### src/rtl/lsu_lane_aligner.sv
module lsu_lane_aligner #(
  parameter int ADDR_W = 32
) (
  input  logic              clk,
  input  logic              rst_n,
  input  logic              req_valid,
  output logic              req_ready,
  input  logic              req_write,
  input  logic [1:0]        req_size,
  input  logic              req_signed,
  input  logic [ADDR_W-1:0] req_addr,
  input  logic [63:0]       req_wdata,
  output logic              busy,
  output logic              rsp_valid,
  output logic              rsp_exc,
  output logic [63:0]       rsp_rdata,
  output logic              bus_valid,
  input  logic              bus_ready,
  output logic              bus_write,
  output logic [1:0]        bus_size,
  output logic [ADDR_W-1:0] bus_addr,
  output logic [31:0]       bus_wdata,
  input  logic [31:0]       bus_rdata
);
  localparam logic [1:0] SZ_B = 2'd0, SZ_H = 2'd1, SZ_W = 2'd2, SZ_D = 2'd3;

  typedef enum logic [1:0] {S_IDLE, S_FIRST, S_SECOND} state_t;

  state_t            state;
  logic              write_q, signed_q;
  logic [1:0]        size_q;
  logic [ADDR_W-1:0] addr_q;
  logic [63:0]       wdata_q;
  logic [31:0]       hi_q;

  logic        misalign, accept, beat_done;
  logic [1:0]  off;
  logic [31:0] byte_sh;
  logic [7:0]  byte_f;
  logic [15:0] half_f;
  logic [63:0] load_ext;

  assign misalign = (req_size == SZ_H && req_addr[0]) ||
                    (req_size == SZ_W && |req_addr[1:0]) ||
                    (req_size == SZ_D && |req_addr[2:0]);

  assign req_ready = (state == S_IDLE);
  assign busy      = (state != S_IDLE);
  assign accept    = req_valid && req_ready;
  assign beat_done = bus_valid && bus_ready;

  assign off       = addr_q[1:0];
  assign bus_valid = busy;
  assign bus_write = write_q;
  assign bus_size  = size_q;
  assign bus_addr  = (state == S_SECOND) ? {addr_q[ADDR_W-1:3], 3'b100} : addr_q;

  always_comb begin
    case (size_q)
      SZ_B:    bus_wdata = wdata_q[31:0] << {~off, 3'b000};
      SZ_H:    bus_wdata = wdata_q[31:0] << {~off[1], 4'b0000};
      SZ_W:    bus_wdata = wdata_q[31:0];
      default: bus_wdata = (state == S_SECOND) ? wdata_q[31:0] : wdata_q[63:32];
    endcase
  end

  assign byte_sh = bus_rdata >> {~off, 3'b000};
  assign byte_f  = byte_sh[7:0];
  assign half_f  = off[1] ? bus_rdata[15:0] : bus_rdata[31:16];

  always_comb begin
    case (size_q)
      SZ_B:    load_ext = {{56{signed_q & byte_f[7]}}, byte_f};
      SZ_H:    load_ext = {{48{signed_q & half_f[15]}}, half_f};
      default: load_ext = {{32{signed_q & bus_rdata[31]}}, bus_rdata};
    endcase
  end

  always_ff @(posedge clk) begin
    if (!rst_n) begin
      state     <= S_IDLE;
      write_q   <= 1'b0;
      signed_q  <= 1'b0;
      size_q    <= SZ_B;
      addr_q    <= '0;
      wdata_q   <= '0;
      hi_q      <= '0;
      rsp_valid <= 1'b0;
      rsp_exc   <= 1'b0;
      rsp_rdata <= '0;
    end else begin
      rsp_valid <= 1'b0;
      rsp_exc   <= 1'b0;
      case (state)
        S_IDLE: if (accept) begin
          if (misalign) begin
            rsp_valid <= 1'b1;
            rsp_exc   <= 1'b1;
            rsp_rdata <= '0;
          end else begin
            write_q  <= req_write;
            signed_q <= req_signed;
            size_q   <= req_size;
            addr_q   <= req_addr;
            wdata_q  <= req_wdata;
            state    <= S_FIRST;
          end
        end
        S_FIRST: if (beat_done) begin
          hi_q <= bus_rdata;
          if (size_q == SZ_D) begin
            state <= S_SECOND;
          end else begin
            state     <= S_IDLE;
            rsp_valid <= 1'b1;
            rsp_rdata <= write_q ? 64'd0 : load_ext;
          end
        end
        S_SECOND: if (beat_done) begin
          state     <= S_IDLE;
          rsp_valid <= 1'b1;
          rsp_rdata <= write_q ? 64'd0 : {hi_q, bus_rdata};
        end
        default: state <= S_IDLE;
      endcase
    end
  end
endmodule

### config.mk
export PLATFORM = sky130hd
export DESIGN_NAME = lsu_lane_aligner
export DESIGN_NICKNAME = d
export VERILOG_FILES = /design/src/rtl/lsu_lane_aligner.sv
export SDC_FILE = /design/constraint.sdc
export NUM_CORES = 1
export LEC_CHECK = 0
export CAP_MARGIN = 20
export CORE_MARGIN = 2
export CORE_UTILIZATION = 47
export CTS_BUF_LIST = sky130_fd_sc_hd__clkbuf_16
export DETAILED_ROUTE_END_ITERATION = 12
export GPL_TIMING_DRIVEN = 0
export PLACE_DENSITY = 0.82
export SETUP_SLACK_MARGIN = 0.05
export SLEW_MARGIN = 20
export SYNTH_ARGS = -nofsm -noshare
export SYNTH_HDL_FRONTEND = slang
export SYNTH_SLANG_ARGS = --single-unit
### constraint.sdc
create_clock -name clk -period 7.18 [get_ports clk]
set_input_delay 2.154 -clock clk [delete_from_list [all_inputs] [get_ports clk]]
set_output_delay 2.154 -clock clk [all_outputs]
set_load 0.05 [all_outputs]
Word-level counts from Yosys, hierarchy flattened

Index checks and enable logic that the tools add are counted.

Flip-flop bits (word level): 200
Latch bits: 0
Bits in writable memories: 0
ROM bits: 0
Input bits: 136
Output and inout bits: 136
Logic and storage cells: 76
Memories kept: 0

$add $sub $neg: 0
Multipliers: 0
Div/mod/pow operators: 0
$lt $le $gt $ge: 0
Equality and inequality tests: 14
Shift operators: 3
Multiplexer cells: 25
Bitwise operators: 6
Reductions and logical operators: 18

Operators with widths:

| kind                                                   | count |
|---|---|
| two-way mux 64 bit                                     | 7 |
| case mux 64 bit (3 select lines)                       | 1 |
| case mux 64 bit (2 select lines)                       | 1 |
| case mux 32 bit (3 select lines)                       | 1 |
| left shift 32 x 5 -> 32 bit                            | 2 |
| two-way mux 32 bit                                     | 1 |
| >> shifter 32 x 5 -> 8 bit                             | 1 |
| two-way mux 16 bit                                     | 1 |
| == test 2 bit (second input constant)                  | 5 |
| two-way mux 2 bit                                      | 5 |
| inequality test 2 bit (second input constant)          | 4 |
| == test 2 x 1 -> 1 bit (second input constant)         | 3 |
| case mux 2 bit (3 select lines)                        | 1 |
| AND reduction 6 bit                                    | 1 |
| logical AND 1 bit                                      | 5 |
| two-way mux 1 bit                                      | 5 |
| zero test 2 bit                                        | 2 |
| inequality test 2 x 1 -> 1 bit (second input constant) | 2 |
| AND reduction 2 bit                                    | 2 |
| AND reduction 4 bit                                    | 1 |
| AND 1 bit                                              | 3 |
| two-way mux 3 bit                                      | 1 |
| case mux 1 bit (3 select lines)                        | 1 |
| AND reduction 3 bit                                    | 1 |
| other kinds (7)                                        | 9 |

Logic depth before layout (Yosys ltp)

Gate-level depths: netlist of run 1.

Word-level depth: 8
Gate-level depth with buffers: 9
Mapped depth without buffers: 7

Worst setup path after synthesis of run 1

No wires, ideal clock.

Path kind: reg2out
From: reg size_q[1], in the netlist bus_size[1]
To: out bus_wdata[16]
Arrival: 2.663 ns
Required time: 5.026 ns
Setup slack: 2.363 ns
Cell stages (with the launch flop): 8
Path buffers: 3
Cell sequence: dfxtp_1 -> buf_4 -> nand2b_2 -> nand2b_1 -> buf_4 -> buf_2 -> mux2i_1 -> o21ai_0

Longest elaborated chain between the ends: 2
Elaborated cells between the ends (all ways): 4
Classes of those cells: eq/ne: 2; mux: 1; reduce/logical: 1

RTL lines:

| item                                        | RTL line | source |
|---|---|---|
| start: declaration                          | 31       | `logic [1:0] size_q;` |
| start signal: assignment                    | 103      | `size_q <= req_size;` |
| == test 2 bit, or another cell as far along | 59       | `case (size_q)` |
| case mux 32 bit (3 select lines) *          | 59       |  |
| end: declaration                            | 22       | `output logic [31:0] bus_wdata,` |

Mark *: on every way between the ends. The rest lies on a longest branch, timed or not.

Final worst setup path of run 1

From: reg state[0]
To: out bus_wdata[28]

Longest elaborated chain between the ends: 3

RTL lines:

| item                             | RTL line | source |
|---|---|---|
| start: declaration               | 29       | `state_t state;` |
| start signal: assignment         | 81       | `state <= S_IDLE;` |
| start signal: assignment         | 106      | `state <= S_FIRST;` |
| start signal: assignment         | 112      | `state <= S_SECOND;` |
| == test 2 bit                    | 63       | `default: bus_wdata = (state == S_SECOND) ? wdata_q[31:0] : wdata_q[63:32];` |
| two-way mux 32 bit               | 63       |  |
| case mux 32 bit (3 select lines) | 59       |  |

No other way between the ends.

==> reports/summary.txt, run 1 <==
Post-Route WL - 30300 um
vias per cell - 5.59
setup TNS - 0 ns
Setup Viol. Count Final - 0
Num CTS Buffers - 17
Initial DRT Pass Iterations - 10
startpoint types - flip-flop
routing usage on met2 - 0.489
hold path start - rsp_rdata[55]
Worst-Margin Slew - 0.752 ns
Worst Hold Class - flip-flop to flip-flop
Nets - 1555
gpl congestion - 0.933
H-tree levels - 4
critical path type - flip-flop to output pin
starting density of the core - 0.480
final core occ - 0.671
Inserted Diodes - 0
Hold EP - rsp_rdata[55]
top_reg_cell synth - dfxtp_1
Relative slew margins - 0.497
sequential power share - 0.464
via count - 9284
worst r2r src - state[0]
RSZ-0062 raised after global routing - no
first-pass GRT wire length - 46800 um
register bit total from synthesis - 200
max_cap viols - 0
met3 Resource Use GR - 0.0757
Clock Pin Slew Worst Setup and Hold Paths - 0.08 ns
crit path cell chain - inv_1 > ha_1 > buf_2 > inv_1 > a21oi_2 > clkbuf_1 > a22oi_1 > o221ai_1 > clkdlybuf4s50_1
TritonCTS clock tree - done
VDD IR max - 0.169 mV
Residual DRC - 0
number of global-route vias before repair - 8994
Tot GR Track Use - 0.297
initial antenna violation count - 0
total power - 2.52 mW
Fmax - 0.174 GHz
clock buffer depth - 2
Synthesized Nets - 1264
post-synth top area cell - dfxtp_1
P_leak - 4.62 nW
flop-to-flop setup slack - 4.75 ns
crit-path most repeated cell - inv_1
synthesized area per cell - 7.99 um2
DR iter-0 viols - 920
proportion of layout cells with a drive suffix above 1 - 0.0757
EDFF count, synth - 0
remaining global-route overflow - 0
Final Hold Fails - 0
Resized Gates After CTS - 0
top cells by area, synth - dfxtp_1, nand2_1, a21oi_1
Async S/R FF share, synth - 0
Final period util - 0.802
cell with the most instances after synthesis - nand2_1
Worst Path Required - 5.03 ns
status - finished clean
area grow syn2layout - 39.8%
Slowest-stage cell, CP - clkdlybuf4s50_1
Slowest Stage Delay on Critical Path - 0.88 ns
Clk Latency, worst-skew pair - 0.44 ns
DP HPWL - 23100 um
die area - 20200 um2
pin count of the biggest net entering global routing - 20
crit path time final - 5.76 ns
count of different cell masters after synthesis - 57
switching power total - 747 uW
die height - 142 um
# hold bufs at CTS - 0
Hold Crit Depth - 1
DRT antenna net count - 0
sw frac - 0.296
Worst Clk Skew - 0.0144 ns
core area - 18700 um2
Syn. warnings - 0
Post-CTS Setup Inserts - 0
Comb pwr share - 0.168
drt wl/cell - 18.3 um
Clock Sink Count - 200
area share of the largest cell type after synthesis - 0.446
Max FO, Critical Path - 10
Most Used Layer, Global Route - met2
Port-buffer cells - 271
Critical Path AT - 3.61 ns
P per Cell Area - 201 nW/um2
global-route track usage on met1 - 0.366
sequential-to-total area share from yosys stat - 0.446
Crit Reg-Reg Endpoint - rsp_rdata[5]
placed insts - 1628
Setup crit end kind - output pin
Gate Count Post-Synth - 1123
clock share of power - 0.369
R2R depth - 8
Root Buffer Master - clkbuf_16
P_int - 1.77 mW
Layout Cells excl Fill - 1661
Top Ports - 272
Max Transition Viols Final - 0
Netlist Area Pre-Place - 8970 um2
Row Count - 50
Die Span X - 142 um
top post-synthesis cells by count - nand2_1, dfxtp_1, a21oi_1
-- flip-flops by register name (all words and copies together) (netlist names) --
register   cells
addr_q        32
bus_size       2
bus_write      1
hi_q          32
rsp_exc        1
rsp_rdata     64
rsp_valid      1
signed_q       1
state          2
wdata_q       64
-- kinds of logic after synthesis --
kind of cell,count (synthesis),share of synthesized area
AND/OR/NAND/NOR,390,0.177
AO/OA/AOI/OAI,360,0.252
flip-flops,200,0.446
buffers and inverters,134,0.0782
multiplexers,34,0.0399
adder cells (fa/ha/maj),5,0.00697
-- power groups by stage --
| stage | clock [mW] | combinational, mW | sequential (mW) |
|---|---|---|---|
| finish | 0.928 | 0.422 | 1.17 |
| global route | 0.978 | 0.453 | 1.17 |
| CTS | 0.932 | 0.419 | 1.17 |
| detailed placement | 0 | 0.416 | 1.19 |
| global placement | 0 | 0.412 | 1.19 |
| floorplan | 0 | 0.233 | 1.19 |
-- metal layers --
layer / wire [um] / share of wire
met5: 0 / 0
met4: 1230 / 0.040
met3: 3040 / 0.10
met2: 14100 / 0.46
met1: 12000 / 0.40
-- cells in the final DEF (no fill, tap or decap), types with 4 or more instances in the layout --
| master | n |
|---|---|
| a21o_1 | 34 |
| a21oi_1 | 174 |
| a221o_1 | 6 |
| a222oi_1 | 16 |
| a22o_1 | 5 |
| a22oi_1 | 22 |
| a31oi_1 | 36 |
| buf_2 | 18 |
| buf_4 | 34 |
| buf_6 | 7 |
| clkbuf_1 | 56 |
| clkbuf_16 | 17 |
| clkdlybuf4s50_1 | 271 |
| dfxtp_1 | 200 |
| ha_1 | 5 |
| inv_1 | 16 |
| inv_6 | 4 |
| inv_8 | 4 |
| mux2i_1 | 31 |
| nand2_1 | 329 |
| nor2_1 | 24 |
| nor3_1 | 9 |
| o21ai_0 | 32 |
| o21ai_1 | 4 |
| o221ai_1 | 9 |
| o2bb2ai_1 | 7 |
-- through the flow --
step	worst slack [ns]	area (um2)	hold WS (ns)
CTS	1.45	12500	0.456
finish	1.42	12500	0.453
floorplan	2.36	8970	0.432
global route	1.25	12500	0.466
detailed placement	1.94	12000	0.439
global placement	1.99	12000	0.435
-- worst max-delay path by stage --
stage / from / end / slack, ns / cells past startpoint
finish: state[0] / bus_wdata[28] / 1.42 / 9
global route: state[0] / bus_wdata[28] / 1.25 / 9
CTS: state[0] / bus_wdata[28] / 1.45 / 9
detailed placement: state[0] / bus_wdata[28] / 1.94 / 9
global placement: state[0] / bus_wdata[28] / 1.99 / 9
floorplan: bus_size[1] / bus_wdata[16] / 2.36 / 7
-- worst max-delay path, delay by kind of cell, from the launching register on --
family                   cells  cell delay [ns]
buffers and inverters        5             1.85
flip-flops                   1             0.35
adder cells (fa/ha/maj)      1             0.19
AO/OA/AOI/OAI                3             0.77
-- layout make-up --
cell class	count	area (um2)
Buffer	116	634
Timing Repair Buffer	272	2720
Inverter	18	67.6
Clock inverter	15	136
Tap cell	234	293
Multi-Input combinational cell	789	4270
Fill cell	1593	6160
Clock buffer	17	425
Sequential cell	200	4000
Note: power is estimated with default switching activity, not from simulation.
==> run 2: changes to the inputs <==
==> constraint.sdc (replaced) <==
create_clock -name clk -period 5.7 [get_ports clk]
set_input_delay 1.71 -clock clk [delete_from_list [all_inputs] [get_ports clk]]
set_output_delay 1.71 -clock clk [all_outputs]
set_load 0.05 [all_outputs]
==> results of run 2 <==
The final DEF is identical to that of run 1. Status: finished clean.
Main changes from that run: setup slack after placement 1.94 ns -> 0.902 ns; setup slack after layout 1.42 ns -> 0.382 ns; register-to-register setup slack 4.75 ns -> 3.27 ns; total power 2.52 mW -> 3.17 mW; worst IR drop on VDD 0.169 mV -> 0.213 mV
